$ cat config.mk
export PLATFORM = sky130hd
export DESIGN_NAME = tmr_multi_top
export DESIGN_NICKNAME = d
export VERILOG_FILES = /design/src/rtl/tmr_pkg.sv /design/src/rtl/tmr_bus_if.sv /design/src/rtl/tmr_trig_det.sv /design/src/rtl/tmr_channel.sv /design/src/rtl/tmr_multi_top.sv
export SDC_FILE = /design/constraint.sdc
export NUM_CORES = 1
export LEC_CHECK = 0
export BUFFER_PORTS_ARGS = -buffer_cell sky130_fd_sc_hd__buf_4
export CAP_MARGIN = 10
export CORE_MARGIN = 2
export CORE_UTILIZATION = 40
export CTS_CLUSTER_SIZE = 40
export DETAILED_ROUTE_END_ITERATION = 16
export SLEW_MARGIN = 20
export SYNTH_ARGS = -nofsm -noshare
export SYNTH_HDL_FRONTEND = slang
export SYNTH_SLANG_ARGS = --single-unit
$ cat constraint.sdc
create_clock -name clk -period 11.02 [get_ports clk]
set_clock_uncertainty 0.2 [all_clocks]
set_input_delay 1.653 -clock clk [delete_from_list [all_inputs] [get_ports clk]]
set_output_delay 1.653 -clock clk [all_outputs]
set_load 0.01 [all_outputs]
$ cat src/rtl/tmr_pkg.sv
// Shared types for the three-channel interval timer.
// Assumes: mode codes are the ones carried in control word bits 3:1.
package tmr_pkg;
    typedef enum logic [2:0] {
        M_TCINT    = 3'd0,
        M_ONESHOT  = 3'd1,
        M_RATE     = 3'd2,
        M_SQUARE   = 3'd3,
        M_SWSTROBE = 3'd4,
        M_HWSTROBE = 3'd5
    } tmr_mode_e;

    localparam int ADDR_W   = 2;
    localparam int MODE_W   = 3;
    localparam int MAX_MODE = 5;
endpackage

$ cat src/rtl/tmr_bus_if.sv
// Bus decoder for the timer. It validates control words, steers data bytes
// to the channels with a low/high pointer per channel, and returns count
// bytes on reads.
// Assumes: one access per cycle, and NUM_CH <= 3 so that address 3 is the control word.
module tmr_bus_if
    import tmr_pkg::*;
#(
    parameter int NUM_CH = 3,
    parameter int DATA_W = 8,
    localparam int CNT_W = 2 * DATA_W
) (
    input  logic                    clk,
    input  logic                    rst_n,
    input  logic                    cs_n,
    input  logic                    rd_n,
    input  logic                    wr_n,
    input  logic [ADDR_W-1:0]       addr,
    input  logic [DATA_W-1:0]       wdata,
    input  logic [NUM_CH*CNT_W-1:0] cnt_flat,
    output logic [DATA_W-1:0]       rdata,
    output logic [NUM_CH-1:0]       ctrl_wr,
    output logic [MODE_W-1:0]       ctrl_mode,
    output logic [NUM_CH-1:0]       lo_wr,
    output logic [NUM_CH-1:0]       hi_wr
);
    localparam logic [ADDR_W-1:0] CTRL_ADDR = '1;

    logic wr_cyc, rd_cyc, ctrl_ok;
    logic [NUM_CH-1:0] wptr_hi, rptr_hi, data_wr, data_rd;

    // Qualify bus cycles and the control word fields.
    always_comb begin
        wr_cyc    = !cs_n && !wr_n && rd_n;
        rd_cyc    = !cs_n && !rd_n && wr_n;
        ctrl_mode = wdata[3:1];
        ctrl_ok   = wr_cyc && (addr == CTRL_ADDR) && (wdata[5:4] == 2'b11)
                    && !wdata[0] && (int'(wdata[3:1]) <= MAX_MODE)
                    && (wdata[7:6] != 2'b11);
    end

    for (genvar i = 0; i < NUM_CH; i++) begin : g_ch
        assign ctrl_wr[i] = ctrl_ok && (int'(wdata[7:6]) == i);
        assign data_wr[i] = wr_cyc && (int'(addr) == i);
        assign data_rd[i] = rd_cyc && (int'(addr) == i);
        assign lo_wr[i]   = data_wr[i] && !wptr_hi[i];
        assign hi_wr[i]   = data_wr[i] &&  wptr_hi[i];

        // Write byte pointer: cleared by a control word, toggled per data write.
        always_ff @(posedge clk) begin
            if (!rst_n)          wptr_hi[i] <= 1'b0;
            else if (ctrl_wr[i]) wptr_hi[i] <= 1'b0;
            else if (data_wr[i]) wptr_hi[i] <= !wptr_hi[i];
        end

        // Read byte pointer: cleared by a control word, toggled per read.
        always_ff @(posedge clk) begin
            if (!rst_n)          rptr_hi[i] <= 1'b0;
            else if (ctrl_wr[i]) rptr_hi[i] <= 1'b0;
            else if (data_rd[i]) rptr_hi[i] <= !rptr_hi[i];
        end
    end

    // Read mux: the selected byte of the addressed channel, 0 otherwise.
    always_comb begin
        rdata = '0;
        for (int i = 0; i < NUM_CH; i++) begin
            if (data_rd[i])
                rdata = rptr_hi[i] ? cnt_flat[i*CNT_W+DATA_W +: DATA_W]
                                   : cnt_flat[i*CNT_W +: DATA_W];
        end
    end
endmodule

$ cat src/rtl/tmr_trig_det.sv
// Gate rising-edge detector that holds the edge until the next count tick
// consumes it.
// Assumes: the gate is already synchronous to clk.
module tmr_trig_det (
    input  logic clk,
    input  logic rst_n,
    input  logic gate,
    input  logic clr,
    output logic trig_now
);
    logic gate_q, trig_q, rise;

    assign rise     = gate && !gate_q;
    assign trig_now = trig_q || rise;

    // Keep last gate level for edge detection.
    always_ff @(posedge clk) begin
        if (!rst_n) gate_q <= 1'b0;
        else        gate_q <= gate;
    end

    // Hold a seen edge until a tick (or control write) clears it.
    always_ff @(posedge clk) begin
        if (!rst_n)    trig_q <= 1'b0;
        else if (clr)  trig_q <= 1'b0;
        else if (rise) trig_q <= 1'b1;
    end
endmodule

$ cat src/rtl/tmr_channel.sv
// One timer channel: a down-counter with a reload register and an output
// waveform chosen by the programmed mode.
// Assumes: ce is a one-clock tick enable, a reload of 0 stands for 2**CNT_W,
// and modes 2 and 3 use counts of 2 or more.
module tmr_channel
    import tmr_pkg::*;
#(
    parameter int DATA_W = 8,
    localparam int CNT_W = 2 * DATA_W
) (
    input  logic              clk,
    input  logic              rst_n,
    input  logic              ctrl_wr,
    input  logic [MODE_W-1:0] ctrl_mode,
    input  logic              lo_wr,
    input  logic              hi_wr,
    input  logic [DATA_W-1:0] wdata,
    input  logic              ce,
    input  logic              gate,
    output logic              out,
    output logic [CNT_W-1:0]  count,
    output logic [MODE_W-1:0] mode,
    output logic              configured
);
    tmr_mode_e        mode_q;
    logic [CNT_W-1:0] reload_q, count_q, dec;
    logic [CNT_W:0]   half;
    logic             armed_q, pend_q, run_q, out_q, cfg_q, trig_now;
    logic             trig_mode, hold_mode;

    tmr_trig_det u_trig (
        .clk      (clk),
        .rst_n    (rst_n),
        .gate     (gate),
        .clr      (ce || ctrl_wr),
        .trig_now (trig_now)
    );

    // Derived terms: decrement, half period, and mode classes.
    always_comb begin
        dec       = count_q - 1'b1;
        half      = {(reload_q == '0), reload_q} >> 1;
        trig_mode = (mode_q == M_ONESHOT) || (mode_q == M_HWSTROBE);
        hold_mode = (mode_q == M_RATE) || (mode_q == M_SQUARE);
    end

    // Channel state: configuration, load, counting and output waveform.
    always_ff @(posedge clk) begin
        if (!rst_n) begin
            cfg_q    <= 1'b0;
            mode_q   <= M_TCINT;
            reload_q <= '0;
            count_q  <= '0;
            armed_q  <= 1'b0;
            pend_q   <= 1'b0;
            run_q    <= 1'b0;
            out_q    <= 1'b1;
        end else if (ctrl_wr) begin
            cfg_q   <= 1'b1;
            mode_q  <= tmr_mode_e'(ctrl_mode);
            armed_q <= 1'b0;
            pend_q  <= 1'b0;
            run_q   <= 1'b0;
            out_q   <= (tmr_mode_e'(ctrl_mode) != M_TCINT);
        end else if (cfg_q) begin
            if (hold_mode && !gate) out_q <= 1'b1;
            if (ce) begin
                unique case (mode_q)
                    M_TCINT: begin
                        if (pend_q) begin
                            count_q <= reload_q;
                            pend_q  <= 1'b0;
                            run_q   <= 1'b1;
                        end else if (run_q && gate) begin
                            count_q <= dec;
                            if (count_q == 1) out_q <= 1'b1;
                        end
                    end
                    M_ONESHOT: begin
                        if (trig_now && armed_q) begin
                            count_q <= reload_q;
                            out_q   <= 1'b0;
                            run_q   <= 1'b1;
                        end else if (run_q) begin
                            count_q <= dec;
                            if (count_q == 1) begin
                                out_q <= 1'b1;
                                run_q <= 1'b0;
                            end
                        end
                    end
                    M_RATE, M_SQUARE: begin
                        if (gate) begin
                            if (pend_q || (trig_now && armed_q)) begin
                                count_q <= reload_q;
                                pend_q  <= 1'b0;
                                run_q   <= 1'b1;
                                out_q   <= 1'b1;
                            end else if (run_q) begin
                                if (count_q == 1) begin
                                    count_q <= reload_q;
                                    out_q   <= 1'b1;
                                end else begin
                                    count_q <= dec;
                                    out_q   <= (mode_q == M_RATE) ? (dec != 1)
                                                                  : ({1'b0, dec} > half);
                                end
                            end
                        end
                    end
                    M_SWSTROBE, M_HWSTROBE: begin
                        if (!out_q) out_q <= 1'b1;
                        if ((mode_q == M_SWSTROBE) ? pend_q : (trig_now && armed_q)) begin
                            count_q <= reload_q;
                            pend_q  <= 1'b0;
                            run_q   <= 1'b1;
                        end else if (run_q && (gate || mode_q == M_HWSTROBE)) begin
                            count_q <= dec;
                            if (count_q == 1) begin
                                out_q <= 1'b0;
                                run_q <= 1'b0;
                            end
                        end
                    end
                    default: ;
                endcase
            end
            if (lo_wr) reload_q[DATA_W-1:0] <= wdata;
            if (hi_wr) begin
                reload_q[CNT_W-1:DATA_W] <= wdata;
                armed_q <= 1'b1;
                if (!trig_mode) pend_q <= 1'b1;
                if (mode_q == M_TCINT) begin
                    out_q <= 1'b0;
                    run_q <= 1'b0;
                end
                if (mode_q == M_SWSTROBE) run_q <= 1'b0;
            end
        end
    end

    assign out        = out_q;
    assign count      = count_q;
    assign mode       = mode_q;
    assign configured = cfg_q;
endmodule

$ cat src/rtl/tmr_multi_top.sv
// Top of the three-channel interval timer: one bus decoder and NUM_CH
// channels, each with its own tick enable, gate and output.
// Assumes: all inputs are synchronous to clk.
module tmr_multi_top
    import tmr_pkg::*;
#(
    parameter int NUM_CH = 3,
    parameter int DATA_W = 8
) (
    input  logic              clk,
    input  logic              rst_n,
    input  logic              cs_n,
    input  logic              rd_n,
    input  logic              wr_n,
    input  logic [1:0]        addr,
    input  logic [DATA_W-1:0] wdata,
    output logic [DATA_W-1:0] rdata,
    input  logic [NUM_CH-1:0] cnt_en,
    input  logic [NUM_CH-1:0] gate,
    output logic [NUM_CH-1:0] tmr_out
);
    localparam int CNT_W = 2 * DATA_W;

    logic [NUM_CH*CNT_W-1:0]  cnt_flat;
    logic [NUM_CH*MODE_W-1:0] mode_flat;
    logic [NUM_CH-1:0]        cfg_vec, ctrl_wr, lo_wr, hi_wr;
    logic [MODE_W-1:0]        ctrl_mode;

    tmr_bus_if #(.NUM_CH(NUM_CH), .DATA_W(DATA_W)) u_bus (
        .clk       (clk),
        .rst_n     (rst_n),
        .cs_n      (cs_n),
        .rd_n      (rd_n),
        .wr_n      (wr_n),
        .addr      (addr),
        .wdata     (wdata),
        .cnt_flat  (cnt_flat),
        .rdata     (rdata),
        .ctrl_wr   (ctrl_wr),
        .ctrl_mode (ctrl_mode),
        .lo_wr     (lo_wr),
        .hi_wr     (hi_wr)
    );

    for (genvar i = 0; i < NUM_CH; i++) begin : g_chan
        tmr_channel #(.DATA_W(DATA_W)) u_chan (
            .clk        (clk),
            .rst_n      (rst_n),
            .ctrl_wr    (ctrl_wr[i]),
            .ctrl_mode  (ctrl_mode),
            .lo_wr      (lo_wr[i]),
            .hi_wr      (hi_wr[i]),
            .wdata      (wdata),
            .ce         (cnt_en[i]),
            .gate       (gate[i]),
            .out        (tmr_out[i]),
            .count      (cnt_flat[i*CNT_W +: CNT_W]),
            .mode       (mode_flat[i*MODE_W +: MODE_W]),
            .configured (cfg_vec[i])
        );
    end
endmodule

==> impl_metrics.yaml, run 1 <==
outcome:
  outcome: "completed"
timing:
  report.final.setup_viol: 0
  hold_violations: 0
  whs_ps: 248
  setup_tns_ps: 0
  rsz0062_at_grt: "false"
  max_freq_mhz: 194
  period_needed_ps: 5170
  fin_crit_sh_pct: 46.9
  drv_slew: 0
  slew_headroom_pct: 35.0
  tightestPinTransition_ps: 975
global_route:
  grt_pass1_wl_mm: 45.8
  grt_max_degree: 60
  grt_pass1_vias: 8361
  grt_usage_pct: 22.2
  antenna_found_initial: 1
  overflow: 0
worst_setup_path:
  required_ps: 9170
  path_max_fanout: 9
  cp-end-kind: "output pin"
  worstPathArrival_ps: 3310
  ff2ff_setup_slack_ps: 6690
  r2r-end: "g_chan[2].u_chan.out"
  worstRegToRegCells: 13
  cp-start-kind: "primary input"
  r2r_start: "g_chan[2].u_chan.count[0]"
  path_class: "in -> out"
floorplan:
  placementRows: 57
  die_area_um2: 25600
  ios: 32
  core-area_um2: 24100
  die_height_um: 160
  start_util_pct: 40.4
  fp.dieW_um: 160
cts:
  cts_buffer_depth: 2
  cts_tree: "built"
  htree_num_levels: 4
  clock-sinks: 132
  cts_made_buffers: 17
  cts_setup_buffers: 0
  clk_pin_slew_ps: 60
  clockRootBuffer: "clkbuf_16"
  cts_resized: 0
  insertion_delay_ps: 430
  cts_hold_buf: 0
synthesis:
  synth.ff_latch_count: 132
  ys_warn_count: 0
  yosysSeqAreaShare_pct: 27.1
  synth.net_count: 1315
  ys_types: 88
  synthesis.area_um2: 9730
  async_flop_share_pct: 0
  synth_ff_type: "dfxtp_1"
  synth-edff-count: 0
  avgSynthCellArea_um2: 7.93
  synthCells: 1228
drt:
  drc: 0
  wire_per_inst_um: 18.6
  wirelength_mm: 28.5
  drtIter0Drc: 737
  vias_per_cell: 5.87
  num_vias: 9020
  drt_pass1_iterations: 5
  antenna_left: 0
pwr:
  ir_worst_vdd_mv: 0.0823
  leakagePower_nw: 4.20
  power_density_nw_per_um2: 101
cells_and_area:
  layout.nets: 1289
  diodes: 0
  multi_input_area_um2: 6400
  seqCellArea_um2: 2640
  drive_gt1_share_pct: 9.40
  n_fill_cell: 2499
  area_growth_pct: 8.62
worst_hold_path:
  hold_path.class: "reg -> reg"
  hp-start: "g_chan[1].u_chan.armed_q"
  worst_hold_path.num_cells: 2
  holdPathEnd: "g_chan[1].u_chan.armed_q"
flow_run:
  maxCapViolations: 0
placement:
  io_buffers: 31
  hpwlAfterDp_mm: 20.6
  gp_congestion: 0.904
-- state kept, by name (all words and copies together) (netlist names) --
| name | cells |
|---|---|
| g_chan.u_chan.configured | 3 |
| g_chan.u_chan.reload_q | 48 |
| g_chan.u_chan.mode | 9 |
| g_chan.u_chan.u_trig.trig_q | 3 |
| u_bus.wptr_hi | 3 |
| g_chan.u_chan.u_trig.gate_q | 3 |
| u_bus.rptr_hi | 3 |
| g_chan.u_chan.pend_q | 3 |
| g_chan.u_chan.armed_q | 3 |
| g_chan.u_chan.run_q | 3 |
| g_chan.u_chan.out | 3 |
| g_chan.u_chan.count | 48 |
-- cell type report --
cell class                      count  share of cell area [%]
Clock buffer                       21                    4.45
Clock inverter                      9                   0.769
Multi-Input combinational cell    934                    60.5
Timing Repair Buffer               36                    2.56
Tap cell                          324                    3.83
Sequential cell                   132                    25.0
Inverter                           81                    2.88
-- cells in the mapped netlist (20+ instances only) --
cell type,count,area share (%)
o21ai_0,78,4.0
inv_1,79,3.0
a22oi_1,42,3.2
clkbuf_1,46,1.8
nor2_1,131,5.1
xnor2_1,23,2.1
mux2i_1,61,6.3
nor2b_1,36,2.3
xor2_1,20,1.8
nand2_1,86,3.3
dfxtp_1,132,27
ha_1,66,8.5
nand3_1,22,1.1
nor4_1,23,1.5
buf_2,20,1.0
a21oi_1,72,3.7
nor3_1,36,1.9
nand4_1,21,1.3
-- worst max-delay path by stage --
stage / from / end / cells after the start / slack, ps
after global routing: cs_n / rdata[7] / 7 / 5800
after detailed placement: cs_n / rdata[1] / 7 / 5900
after floorplan: cs_n / rdata[6] / 6 / 6540
after CTS: cs_n / rdata[1] / 7 / 5900
final: cs_n / rdata[7] / 7 / 5850
after global placement: cs_n / rdata[7] / 7 / 5890
-- where the power goes --
part | total, mW | switching, mW | leakage, nW | internal [mW]
combinational | 0.0373 | 0.0253 | 2.87 | 0.0120
clock | 0.547 | 0.223 | 0.267 | 0.324
sequential | 0.481 | 0.00196 | 1.06 | 0.479
total | 1.07 | 0.250 | 4.20 | 0.815
-- cell usage in the layout, fill, tap and decap left out, types with 5 or more instances in the layout --
| cell | Yosys | layout |
|---|---|---|
| a211oi_1 | 17 | 17 |
| a21o_1 | 7 | 7 |
| a21oi_1 | 72 | 71 |
| a221oi_1 | 10 | 10 |
| a221oi_2 | 10 | 10 |
| a22oi_1 | 42 | 42 |
| a31oi_1 | 7 | 7 |
| and2_1 | 9 | 9 |
| and3_1 | 5 | 5 |
| buf_4 | 4 | 36 |
| clkbuf_16 | 0 | 17 |
| dfxtp_1 | 132 | 132 |
| ha_1 | 66 | 66 |
| inv_1 | 79 | 79 |
| mux2_2 | 10 | 10 |
| mux2i_1 | 61 | 61 |
| nand2_1 | 86 | 86 |
| nand2b_1 | 10 | 10 |
| nand3_1 | 22 | 22 |
| nand3b_1 | 5 | 5 |
| nand4_1 | 21 | 21 |
| nor2_1 | 131 | 131 |
| nor2b_1 | 36 | 36 |
| nor3_1 | 36 | 36 |
| nor3b_1 | 7 | 7 |
| nor4_1 | 23 | 23 |
| nor4b_1 | 6 | 6 |
| o211ai_1 | 5 | 5 |
| o21ai_0 | 78 | 78 |
| o21ai_1 | 6 | 6 |
| o31ai_1 | 6 | 6 |
| or3_1 | 5 | 5 |
| xnor2_1 | 23 | 23 |
| xor2_1 | 20 | 20 |
-- critical path, cell delays in order --
cell,delay [ps]
buf_4,110
nor2_1,90
nand2_1,110
nor2_1,460
and2_1,500
a22oi_1,200
buf_4,190
-- metal layers --
metal,up-vias,part of all wire (%),global-route usage (%)
li1,4399,-,-
met1,4314,48,31.7
met2,258,44,34.7
met3,49,5.4,3.71
met4,0,2.0,6.06
met5,-,0,0
-- stage by stage --
stage                     area, µm²  setup WS (ps)  cells  total power, mW  util (%)
after floorplan                9730           6540   1228            0.510         -
after global placement        10000           5890   1507            0.528      41.6
after detailed placement      10000           5900   1507            0.528      41.6
after CTS                     10600           5900   1537             1.07      43.9
after global routing          10600           5800   1537             1.10      43.9
final                         10600           5850   1537             1.07      43.9
-- cell families after synthesis --
kind of cell / synth area share, %
buffers and inverters: 7.15
muxes: 7.58
xor gates and xnor gates: 4.04
DFF: 27.1
and+or+nand+nor: 23.5
AOI/OAI and AO/OA: 22.1
adders and majority gates: 8.48
Note: power is estimated with default switching activity, not from simulation.
==> run 2, diff against run 1 <==
==> constraint.sdc (replaced) <==
create_clock -name clk -period 5.3 [get_ports clk]
set_clock_uncertainty 0.2 [all_clocks]
set_input_delay 0.795 -clock clk [delete_from_list [all_inputs] [get_ports clk]]
set_output_delay 0.795 -clock clk [all_outputs]
set_load 0.01 [all_outputs]
==> run 2 against run 1 <==
Against the previous run: die area did not move; wire length grew 0.28%; critical path depth is 6 higher; via count down 0.33%; largest cell class unchanged; cell count up 0.13%; critical path type is now reg -> reg; register-to-register slack worse by 5500 ps; final area rose by 0.25%; utilization grew 0.11 points; worst hold slack improved by 9.5 ps.
==> impl_metrics.yaml, run 2 (synthesis gave the netlist of run 1 again) <==
outcome:
  outcome: "completed"
floorplan:
  ios: 32
  die_height_um: 160
  core-area_um2: 24100
  fp.dieW_um: 160
  start_util_pct: 40.4
  die_area_um2: 25600
  placementRows: 57
worst_setup_path:
  cp_slowest_stage_delay_ps: 510
  worstPathArrival_ps: 4150
  path_class: "reg -> reg"
  required_ps: 5380
  cp-end-kind: "flip-flop"
  path_max_fanout: 10
  crit_slowest_cell: "or4_4"
  crit_path_cell_trace: "inv_1, ha_1, nor3b_4, nand2_2, or4_4, xnor2_2, ha_1, nand4_1, or4_1, a211oi_1, a211oi_1, a2111oi_0, a31oi_1"
  cp-start-kind: "flip-flop"
  worstRegToRegCells: 13
  path_depth: 13
  path_buf_inv: 1
  crit_family: "simple AND/OR/NAND/NOR gates"
timing:
  report.final.setup_viol: 0
  setup_tns_ps: 0
  max_freq_mhz: 246
  drv_slew: 0
  fin_crit_sh_pct: 76.8
  hold_violations: 0
  tightestPinTransition_ps: 1010
  slew_headroom_pct: 33.0
  period_needed_ps: 4070
  rsz0062_at_grt: "false"
global_route:
  antenna_found_initial: 0
  grt_pass1_vias: 8209
  grt_use_met2_pct: 35.2
  top_usage_layer: "met2"
  grtUsageMet3_pct: 3.30
  overflow: 0
  grt_pass1_wl_mm: 45.9
  grt_max_degree: 60
  grt_usage_pct: 22.4
  met1_usage_pct: 31.3
drt:
  drc: 0
  wirelength_mm: 28.6
  vias_per_cell: 5.84
  drtIter0Drc: 545
  wire_per_inst_um: 18.6
  antenna_left: 0
  num_vias: 8990
  drt_pass1_iterations: 5
cts:
  clock-sinks: 132
  clockRootBuffer: "clkbuf_16"
  insertion_delay_ps: 430
  cts_made_buffers: 17
  cts_setup_buffers: 0
  cts_tree: "built"
  cts_resized: 0
  cts_buffer_depth: 2
  cts_hold_buf: 0
  clk_pin_slew_ps: 60
  htree_num_levels: 4
pwr:
  internal-power_mw: 1.72
  power_frac_comb_pct: 3.4
  clkPwrFrac_pct: 52.5
  power_frac_seq_pct: 44.1
  power_density_nw_per_um2: 214
  leakagePower_nw: 4.20
  p_switching_uw: 542
  ir_worst_vdd_mv: 0.170
  swShare_pct: 23.9
placement:
  gp_congestion: 0.926
  hpwlAfterDp_mm: 20.6
  io_buffers: 31
  placedCellCount: 1507
cells_and_area:
  final_common_cell: "dfxtp_1"
  layout.nets: 1289
  diodes: 0
  mostFrequentLayoutCells: "dfxtp_1 (132), nor2_1 (131), nand2_1 (86)"
  drive_gt1_share_pct: 9.47
  stdcell_count: 1539
  area_growth_pct: 8.89
flow_run:
  maxCapViolations: 0
worst_hold_path:
  worst_hold_path.num_cells: 2
  hold_path.class: "reg -> reg"
## run 2: cell types whose count changed in the layout (fill, tap and decap cells not counted), sizes merged
cell      delta
clkinvlp     +1
inv          +1
clkbuf       -1
bufinv       +1
## run 2: per-stage QoR
step | worst slack (ps) | hold WS, ps | cell area [µm²] | total power, mW | utilization [%]
6_report | 1230 | 258 | 10600 | 2.27 | 44.0
3_3_place_gp | 1310 | 234 | 10000 | 1.10 | 41.6
5_1_grt | 943 | 288 | 10600 | 2.33 | 44.0
4_1_cts | 1210 | 255 | 10600 | 2.28 | 44.0
2_1_floorplan | 1590 | 224 | 9730 | 1.06 | -
3_5_place_dp | 1230 | 247 | 10000 | 1.10 | 41.6
## run 2: layer usage
| metal | share of wire, % | wire, µm |
|---|---|---|
| met2 | 45 | 12800 |
| met4 | 2.8 | 801 |
| met5 | 0 | 0 |
| met3 | 5.2 | 1490 |
| met1 | 47 | 13500 |
## run 2: layout make-up
cell class              count  area (µm²)
flip-flops and latches    132        2640
well taps                 324         405
repair buffers             36         270
clock inverters            12         131
inverters                  81         304
fillers                  2519       13500
clock buffers              20         447
multi-input cells         934        6400
## run 2: final timing paths
kind | to | slack [ps] | start
min | g_chan[1].u_chan.armed_q | 260 | g_chan[1].u_chan.armed_q
max | g_chan[2].u_chan.out | 1230 | g_chan[2].u_chan.count[0]
min reg2reg | g_chan[1].u_chan.armed_q | 260 | g_chan[1].u_chan.armed_q
max reg2reg | g_chan[2].u_chan.out | 1230 | g_chan[2].u_chan.count[0]
## run 2: power by group through the flow
stage	logic [mW]	clock network, mW	registers [mW]
after floorplan	0.0406	0	1.02
after global placement	0.0769	0	1.02
after detailed placement	0.0768	0	1.02
after CTS	0.0771	1.20	1.00
after global routing	0.0828	1.25	1.00
final	0.0775	1.19	1.00
## run 2: worst min-delay path, cell delays in order, from the launching register on
cell	delay, ps
dfxtp_1	310
inv_1	50
a21oi_1	50
